### config.mk
export PLATFORM = sky130hd
export DESIGN_NAME = fifo_perf_monitor
export DESIGN_NICKNAME = d
export VERILOG_FILES = /design/src/rtl/fpm_pkg.sv /design/src/rtl/fpm_queue_stats.sv /design/src/rtl/fpm_latency.sv /design/src/rtl/fpm_readout.sv /design/src/rtl/fifo_perf_monitor.sv
export SDC_FILE = /design/constraint.sdc
export NUM_CORES = 1
export LEC_CHECK = 0
export BUFFER_PORTS_ARGS = -buffer_cell sky130_fd_sc_hd__buf_2
export CAP_MARGIN = 10
export CORE_MARGIN = 3
export CORE_UTILIZATION = 33
export CTS_CLUSTER_DIAMETER = 30
export DETAILED_ROUTE_END_ITERATION = 7
export PLACE_DENSITY = 0.48
export SYNTH_ARGS = -nofsm -noshare
export SYNTH_HDL_FRONTEND = slang
export SYNTH_HIERARCHICAL = 1
export SYNTH_SLANG_ARGS = --single-unit
### constraint.sdc
create_clock -name clk -period 7.3 [get_ports clk]
set_input_delay 1.46 -clock clk [delete_from_list [all_inputs] [get_ports clk]]
set_output_delay 1.46 -clock clk [all_outputs]
set_load 0.02 [all_outputs]
### src/rtl/fpm_pkg.sv
package fpm_pkg;

    typedef enum logic [1:0] {
        QS_MID   = 2'd0,
        QS_EMPTY = 2'd1,
        QS_FULL  = 2'd2
    } qstate_e;

    localparam int unsigned BLK_WORDS = 8;
    localparam int unsigned OFF_BITS  = 3;

endpackage

### src/rtl/fpm_queue_stats.sv
module fpm_queue_stats
    import fpm_pkg::*;
#(
    parameter int CNT_W = 16
) (
    input  logic             clk,
    input  logic             rst_n,
    input  logic             clr,
    input  logic             is_empty,
    input  logic             is_full,
    output logic [CNT_W-1:0] e_tot,
    output logic [CNT_W-1:0] e_per,
    output logic [CNT_W-1:0] e_max,
    output logic [CNT_W-1:0] f_tot,
    output logic [CNT_W-1:0] f_per,
    output logic [CNT_W-1:0] f_max
);

    localparam logic [CNT_W-1:0] CMAX = {CNT_W{1'b1}};
    localparam logic [CNT_W-1:0] ONE  = CNT_W'(1);

    qstate_e          st_q;
    qstate_e          st_d;
    logic             entering;
    logic [CNT_W-1:0] run_q;
    logic [CNT_W-1:0] run_d;

    function automatic logic [CNT_W-1:0] bump(input logic [CNT_W-1:0] v);
        return (v == CMAX) ? v : v + ONE;
    endfunction

    // next-state decode: empty outranks full
    always_comb begin
        if (is_empty)      st_d = QS_EMPTY;
        else if (is_full)  st_d = QS_FULL;
        else               st_d = QS_MID;
    end

    assign entering = (st_d != st_q);
    assign run_d    = entering ? ONE : bump(run_q);

    // state register
    always_ff @(posedge clk) begin
        if (!rst_n)    st_q <= QS_MID;
        else if (clr)  st_q <= QS_MID;
        else           st_q <= st_d;
    end

    // statistics outputs
    always_ff @(posedge clk) begin
        if (!rst_n || clr) begin
            run_q <= '0;
            e_tot <= '0;
            e_per <= '0;
            e_max <= '0;
            f_tot <= '0;
            f_per <= '0;
            f_max <= '0;
        end else begin
            unique case (st_d)
                QS_EMPTY: begin
                    run_q <= run_d;
                    e_tot <= bump(e_tot);
                    if (entering)      e_per <= bump(e_per);
                    if (run_d > e_max) e_max <= run_d;
                end
                QS_FULL: begin
                    run_q <= run_d;
                    f_tot <= bump(f_tot);
                    if (entering)      f_per <= bump(f_per);
                    if (run_d > f_max) f_max <= run_d;
                end
                QS_MID: begin
                    run_q <= '0;
                end
                default: begin
                    run_q <= '0;
                end
            endcase
        end
    end

endmodule

### src/rtl/fpm_latency.sv
module fpm_latency #(
    parameter int CNT_W = 16,
    parameter int DEPTH = 4,
    localparam int PW    = $clog2(DEPTH),
    localparam int OCC_W = $clog2(DEPTH) + 1
) (
    input  logic             clk,
    input  logic             rst_n,
    input  logic             clr,
    input  logic             req,
    input  logic             rsp,
    output logic [CNT_W-1:0] lat_tot,
    output logic [CNT_W-1:0] lat_cnt,
    output logic [CNT_W-1:0] lat_max,
    output logic [OCC_W-1:0] occ
);

    localparam logic [CNT_W-1:0] CMAX   = {CNT_W{1'b1}};
    localparam logic [CNT_W-1:0] ONE    = CNT_W'(1);
    localparam logic [OCC_W-1:0] OCC_LIM = OCC_W'(DEPTH);
    localparam logic [OCC_W-1:0] OCC_ONE = OCC_W'(1);
    localparam logic [PW-1:0]    PTR_ONE = PW'(1);

    logic [CNT_W-1:0] now_q;
    logic [CNT_W-1:0] stamp [DEPTH];
    logic [PW-1:0]    wp_q;
    logic [PW-1:0]    rp_q;
    logic             pop;
    logic             push;
    logic [CNT_W-1:0] lat;
    logic [CNT_W:0]   sum;

    assign pop  = rsp && (occ != '0);
    assign push = req && ((occ != OCC_LIM) || pop);
    assign lat  = now_q - stamp[rp_q];
    assign sum  = {1'b0, lat_tot} + {1'b0, lat};

    // free-running time base, wrap is harmless for latencies below 2^CNT_W
    always_ff @(posedge clk) begin
        if (!rst_n) now_q <= '0;
        else        now_q <= now_q + ONE;
    end

    // in-order timestamp store
    always_ff @(posedge clk) begin
        if (!rst_n) begin
            wp_q <= '0;
            rp_q <= '0;
            occ  <= '0;
        end else begin
            if (push) wp_q <= wp_q + PTR_ONE;
            if (pop)  rp_q <= rp_q + PTR_ONE;
            if (push && !pop)      occ <= occ + OCC_ONE;
            else if (pop && !push) occ <= occ - OCC_ONE;
        end
    end

    always_ff @(posedge clk) begin
        if (push) stamp[wp_q] <= now_q;
    end

    // latency statistics
    always_ff @(posedge clk) begin
        if (!rst_n || clr) begin
            lat_tot <= '0;
            lat_cnt <= '0;
            lat_max <= '0;
        end else if (pop) begin
            lat_tot <= sum[CNT_W] ? CMAX : sum[CNT_W-1:0];
            lat_cnt <= (lat_cnt == CMAX) ? lat_cnt : lat_cnt + ONE;
            if (lat > lat_max) lat_max <= lat;
        end
    end

endmodule

### src/rtl/fpm_readout.sv
module fpm_readout
    import fpm_pkg::*;
#(
    parameter int NQ     = 2,
    parameter int LVL_W  = 5,
    parameter int CNT_W  = 16,
    parameter int OCC_W  = 3,
    parameter int ADDR_W = 5
) (
    input  logic                       clk,
    input  logic                       rst_n,
    input  logic                       rd,
    input  logic [ADDR_W-1:0]          addr,
    input  logic [NQ-1:0][LVL_W-1:0]   lvl,
    input  logic [NQ-1:0][CNT_W-1:0]   e_tot,
    input  logic [NQ-1:0][CNT_W-1:0]   e_per,
    input  logic [NQ-1:0][CNT_W-1:0]   e_max,
    input  logic [NQ-1:0][CNT_W-1:0]   f_tot,
    input  logic [NQ-1:0][CNT_W-1:0]   f_per,
    input  logic [NQ-1:0][CNT_W-1:0]   f_max,
    input  logic [CNT_W-1:0]           lat_tot,
    input  logic [CNT_W-1:0]           lat_cnt,
    input  logic [CNT_W-1:0]           lat_max,
    input  logic [OCC_W-1:0]           occ,
    output logic [CNT_W-1:0]           rdata
);

    localparam int QW = ADDR_W - OFF_BITS;
    localparam logic [QW-1:0] LAT_BLK = QW'(NQ);

    logic [QW-1:0]       blk;
    logic [OFF_BITS-1:0] off;
    logic [CNT_W-1:0]    word;

    assign blk = addr[ADDR_W-1:OFF_BITS];
    assign off = addr[OFF_BITS-1:0];

    always_comb begin
        word = '0;
        for (int i = 0; i < NQ; i++) begin
            if (blk == QW'(i)) begin
                case (off)
                    3'd0:    word = CNT_W'(lvl[i]);
                    3'd1:    word = e_tot[i];
                    3'd2:    word = e_per[i];
                    3'd3:    word = e_max[i];
                    3'd4:    word = f_tot[i];
                    3'd5:    word = f_per[i];
                    3'd6:    word = f_max[i];
                    default: word = '0;
                endcase
            end
        end
        if (blk == LAT_BLK) begin
            case (off)
                3'd0:    word = lat_tot;
                3'd1:    word = lat_cnt;
                3'd2:    word = lat_max;
                3'd3:    word = CNT_W'(occ);
                default: word = '0;
            endcase
        end
    end

    always_ff @(posedge clk) begin
        if (!rst_n)  rdata <= '0;
        else if (rd) rdata <= word;
    end

endmodule

### src/rtl/fifo_perf_monitor.sv
module fifo_perf_monitor
    import fpm_pkg::*;
#(
    parameter int NQ       = 2,
    parameter int LVL_W    = 5,
    parameter int CNT_W    = 16,
    parameter int TS_DEPTH = 4,
    localparam int ADDR_W  = $clog2((NQ + 2) * BLK_WORDS),
    localparam int OCC_W   = $clog2(TS_DEPTH) + 1
) (
    input  logic                  clk,
    input  logic                  rst_n,
    input  logic [NQ*LVL_W-1:0]   q_level,
    input  logic [NQ-1:0]         q_empty,
    input  logic [NQ-1:0]         q_full,
    input  logic                  req_fire,
    input  logic                  rsp_fire,
    input  logic                  bus_wr,
    input  logic                  bus_rd,
    input  logic [ADDR_W-1:0]     bus_addr,
    output logic [CNT_W-1:0]      bus_rdata
);

    logic                       clr_hit;
    logic [NQ-1:0][LVL_W-1:0]   lvl_a;
    logic [NQ-1:0][CNT_W-1:0]   e_tot_a;
    logic [NQ-1:0][CNT_W-1:0]   e_per_a;
    logic [NQ-1:0][CNT_W-1:0]   e_max_a;
    logic [NQ-1:0][CNT_W-1:0]   f_tot_a;
    logic [NQ-1:0][CNT_W-1:0]   f_per_a;
    logic [NQ-1:0][CNT_W-1:0]   f_max_a;
    logic [CNT_W-1:0]           lat_tot_w;
    logic [CNT_W-1:0]           lat_cnt_w;
    logic [CNT_W-1:0]           lat_max_w;
    logic [OCC_W-1:0]           occ_w;

    assign clr_hit = bus_wr && (bus_addr == {ADDR_W{1'b1}});
    assign lvl_a   = q_level;

    for (genvar g = 0; g < NQ; g++) begin : g_q
        fpm_queue_stats #(.CNT_W(CNT_W)) u_qs (
            .clk      (clk),
            .rst_n    (rst_n),
            .clr      (clr_hit),
            .is_empty (q_empty[g]),
            .is_full  (q_full[g]),
            .e_tot    (e_tot_a[g]),
            .e_per    (e_per_a[g]),
            .e_max    (e_max_a[g]),
            .f_tot    (f_tot_a[g]),
            .f_per    (f_per_a[g]),
            .f_max    (f_max_a[g])
        );
    end

    fpm_latency #(.CNT_W(CNT_W), .DEPTH(TS_DEPTH)) u_lat (
        .clk     (clk),
        .rst_n   (rst_n),
        .clr     (clr_hit),
        .req     (req_fire),
        .rsp     (rsp_fire),
        .lat_tot (lat_tot_w),
        .lat_cnt (lat_cnt_w),
        .lat_max (lat_max_w),
        .occ     (occ_w)
    );

    fpm_readout #(
        .NQ(NQ), .LVL_W(LVL_W), .CNT_W(CNT_W), .OCC_W(OCC_W), .ADDR_W(ADDR_W)
    ) u_rd (
        .clk     (clk),
        .rst_n   (rst_n),
        .rd      (bus_rd),
        .addr    (bus_addr),
        .lvl     (lvl_a),
        .e_tot   (e_tot_a),
        .e_per   (e_per_a),
        .e_max   (e_max_a),
        .f_tot   (f_tot_a),
        .f_per   (f_per_a),
        .f_max   (f_max_a),
        .lat_tot (lat_tot_w),
        .lat_cnt (lat_cnt_w),
        .lat_max (lat_max_w),
        .occ     (occ_w),
        .rdata   (bus_rdata)
    );

endmodule

==> impl_metrics.tcl <==
set metrics [dict create \
    min_from "g_q[0].u_qs/e_max[8]" \
    synth_async_sr_flop_share_pct 0 \
    die_w_microns 267 \
    grt_usage_pct 19.8 \
    yosysMostFrequentCell "dfxtp_1" \
    die-area_sq_um 71300 \
    insertion_delay_ps 660 \
    gr-total-overflow 0 \
    ys_ff_latch 381 \
    slew_violations 0 \
    firstDrtPassIters 5 \
    synthFlopType "dfxtp_1" \
    start_kind "register" \
    area_delta_synth_final_pct 21.5 \
    netlist_top_cells_area "dfxtp_1 28%, edfxtp_1 8.5%, ha_1 7.1%" \
    drive_above_1_share_pct 12.5 \
    busiest_layer "met2" \
    rrSetupSlack_ps 1890 \
    boundaryPins 41 \
    p_leak_uw 0.0103 \
    grt_pass1_vias 19200 \
    ant_nets 0 \
    worstHoldEndpoint "g_q[0].u_qs/e_max[8]" \
    fmax_ghz 0.185 \
    row_count 95 \
    cts_resized 0 \
    grt_start_max_net_pins 69 \
    cts_tree "built" \
    vias_per_cell 5.57 \
    ys_types 95 \
    tightest_slew_ps 1180 \
    setup.worst_path.class "reg -> reg" \
    core_area_sq_um 67400 \
    cts_setup_buffers 0 \
    slowest_delay_ps 930 \
    endpoint_kind "register" \
    cts-root-buf "clkbuf_16" \
    io_buffers 40 \
    path_clk_slew_ps 40 \
    status "finished, final reports clean" \
    max-clock-path-buffers 3 \
    wirelength_microns 71200 \
    dpl_cell_area_sq_um 23400 \
    place_congestion 0.869 \
    crit_path_top_delay_cell "a21boi_1" \
    fin_tns_setup_ps 0 \
    met1_usage_pct 27.1 \
    wl_per_cell_microns 20.1 \
    grtUsageMet3_pct 3.48 \
    crit_arrival_ps 5870 \
    synth.top_cell.area_share_pct 28.2 \
    power_uw 9250 \
    min_period_ps 5410 \
    power.density_nw_per_um2 338 \
    initial_core_util_pct 33.4 \
    met2_usage_pct 31.4 \
    num_vias 19700 \
    nets 2728 \
    clock-sinks 381 \
    crit_path_cell_trace "mux4_2, inv_1, ha_1, a21oi_1, o21ai_0, o21a_1, o311ai_0, ha_1, a21oi_1, o21a_1, o21a_1, o31ai_1, a21boi_1, a21oi_1" \
    vdd_drop_max_uv 220 \
    synthCells 2514 \
    drt-initial-drc-count 1607 \
    rsz0062_at_grt "false" \
    yosys_warnings 6 \
    max_cap_viol_count 0 \
    antennaDiodeCount 0 \
    fin_area_sq_um 27300 \
    synth_nets 2670 \
    post-dp-hpwl_microns 51400 \
    min_period_over_period_pct 74.1 \
    final_util_pct 40.5 \
    slew_headroom_pct 20.0 \
    grt_pass1_wl_microns 111000 \
    synth-edff-count 64 \
    cts_made_buffers 111 \
    cp_max_fo 16 \
    hold_depth 2 \
    hold_viol 0 \
    ys_seq_area_share_pct 36.7 \
    antenna_found_initial 0 \
    n_fill_cell 6624 \
    synth_common_cells "317 x dfxtp_1, 210 x nand2_1, 180 x nor2_1, 151 x a21oi_1, 150 x inv_1" \
    r2r_cells 14 \
    remaining_drc_errors 0 \
    cts_max_level 3 \
    required_ps 7760 \
    clock_skew_ps 47.6 \
    synthesis.area_sq_um 22500 \
    yosysTopAreaCell "dfxtp_1" \
    dieHeight_microns 267 \
    setup-violations-final 0 \
    syn_avg_cell_area_sq_um 8.95 \
    hold_path_class "reg -> reg" \
    hold_buffers 0 \
    worstReg2RegEnd "u_lat/lat_tot[0]" \
]
==> flip-flops by register name (all words and copies together), names as in the netlist, 4 cells and up, named ones only <==
register and count:
u_lat/now_q 16, u_lat/lat_tot 16, g_q.u_qs/st_q 4, g_q.u_qs/run_q 32, g_q.u_qs/f_per 32, g_q.u_qs/e_tot 32, u_rd/rdata 16, g_q.u_qs/f_max 32
g_q.u_qs/e_per 32, u_lat/stamp 64, u_lat/lat_cnt 16, u_lat/lat_max 16, g_q.u_qs/f_tot 32, g_q.u_qs/e_max 32
==> power by group <==
group	switching, uW	leakage (uW)	internal [uW]
registers	129	0.00316	2290
clock network	1440	0.00191	3490
logic	1150	0.00524	745
total	2720	0.0103	6530
==> metrics by stage <==
step / setup WS, ps / cells / hold slack, ps
2_1_floorplan: 2790 / 2514 / 444
3_3_place_gp: 2050 / 3332 / 459
3_5_place_dp: 1830 / 3332 / 471
4_1_cts: 1810 / 3536 / 479
5_1_grt: 1510 / 3536 / 506
6_report: 1890 / 3536 / 477
==> kinds of logic (layout without fill, tap and decap cells) <==
group                      Yosys count  after routing  share of synthesized area [%]
AOI/OAI and AO/OA                  595            595                           18.1
adders and majority gates          131            131                           7.39
and+or+nand+nor                    848            848                           19.2
xor gates and xnor gates           123            123                           4.79
DFF                                381            381                           36.7
buffers and inverters              272            421                           5.16
muxes                              164            164                           8.64
==> metal layers <==
metal  routed length (microns)  part of all wire (%)  up-vias
met4                      2040                   2.9        0
met3                      3800                   5.3      135
li1                          -                     -     9463
met1                     32800                    46     9535
met5                         0                     0        -
met2                     32500                    46      574
==> worst max path at each step <==
stage	start	to	cells after the start
5_1_grt	register	u_lat/lat_tot[7]	14
3_3_place_gp	register	u_lat/lat_tot[1]	14
2_1_floorplan	register	u_lat/lat_max[14]	20
3_5_place_dp	register	u_lat/lat_tot[1]	14
6_report	register	u_lat/lat_tot[0]	14
4_1_cts	register	u_lat/lat_tot[13]	14
==> cell usage in the layout (no fill, tap or decap), types with 21 or more instances in the layout <==
cell	n
nor2_1	180
a211oi_1	28
a21oi_1	151
buf_2	39
clkinv_2	23
a22oi_1	34
nand3_1	96
xnor2_1	78
nor4_1	28
nor3_1	37
inv_1	150
and2_1	51
dfxtp_1	317
clkbuf_16	111
buf_4	27
nand4_1	65
o31ai_1	25
ha_1	128
edfxtp_1	64
and4_1	22
nand2_1	210
o21ai_0	118
mux2i_1	115
xor2_1	45
mux2_2	27
mux4_2	21
or3_1	27
and3_1	39
a31oi_1	22
o211ai_1	32
==> critical path: cells and delay by family, from the launching register on <==
kind / cells / cell delay [ps]
flops: 1 / 890
fa+ha+maj: 2 / 740
mux: 1 / 410
buf+inv: 1 / 70
compound gates: 10 / 3110
==> area by class of cell <==
| cell class | count | area (sq um) | share of cell area [%] |
|---|---|---|---|
| clock buffers | 150 | 3120 | 11.4 |
| flip-flops and latches | 381 | 8270 | 30.3 |
| inverters | 151 | 567 | 2.07 |
| clock inverters | 54 | 787 | 2.88 |
| repair buffers | 66 | 398 | 1.46 |
| multi-input cells | 1861 | 13100 | 47.9 |
| well taps | 873 | 1090 | 4.00 |
Power figures use the tool's default switching activity.
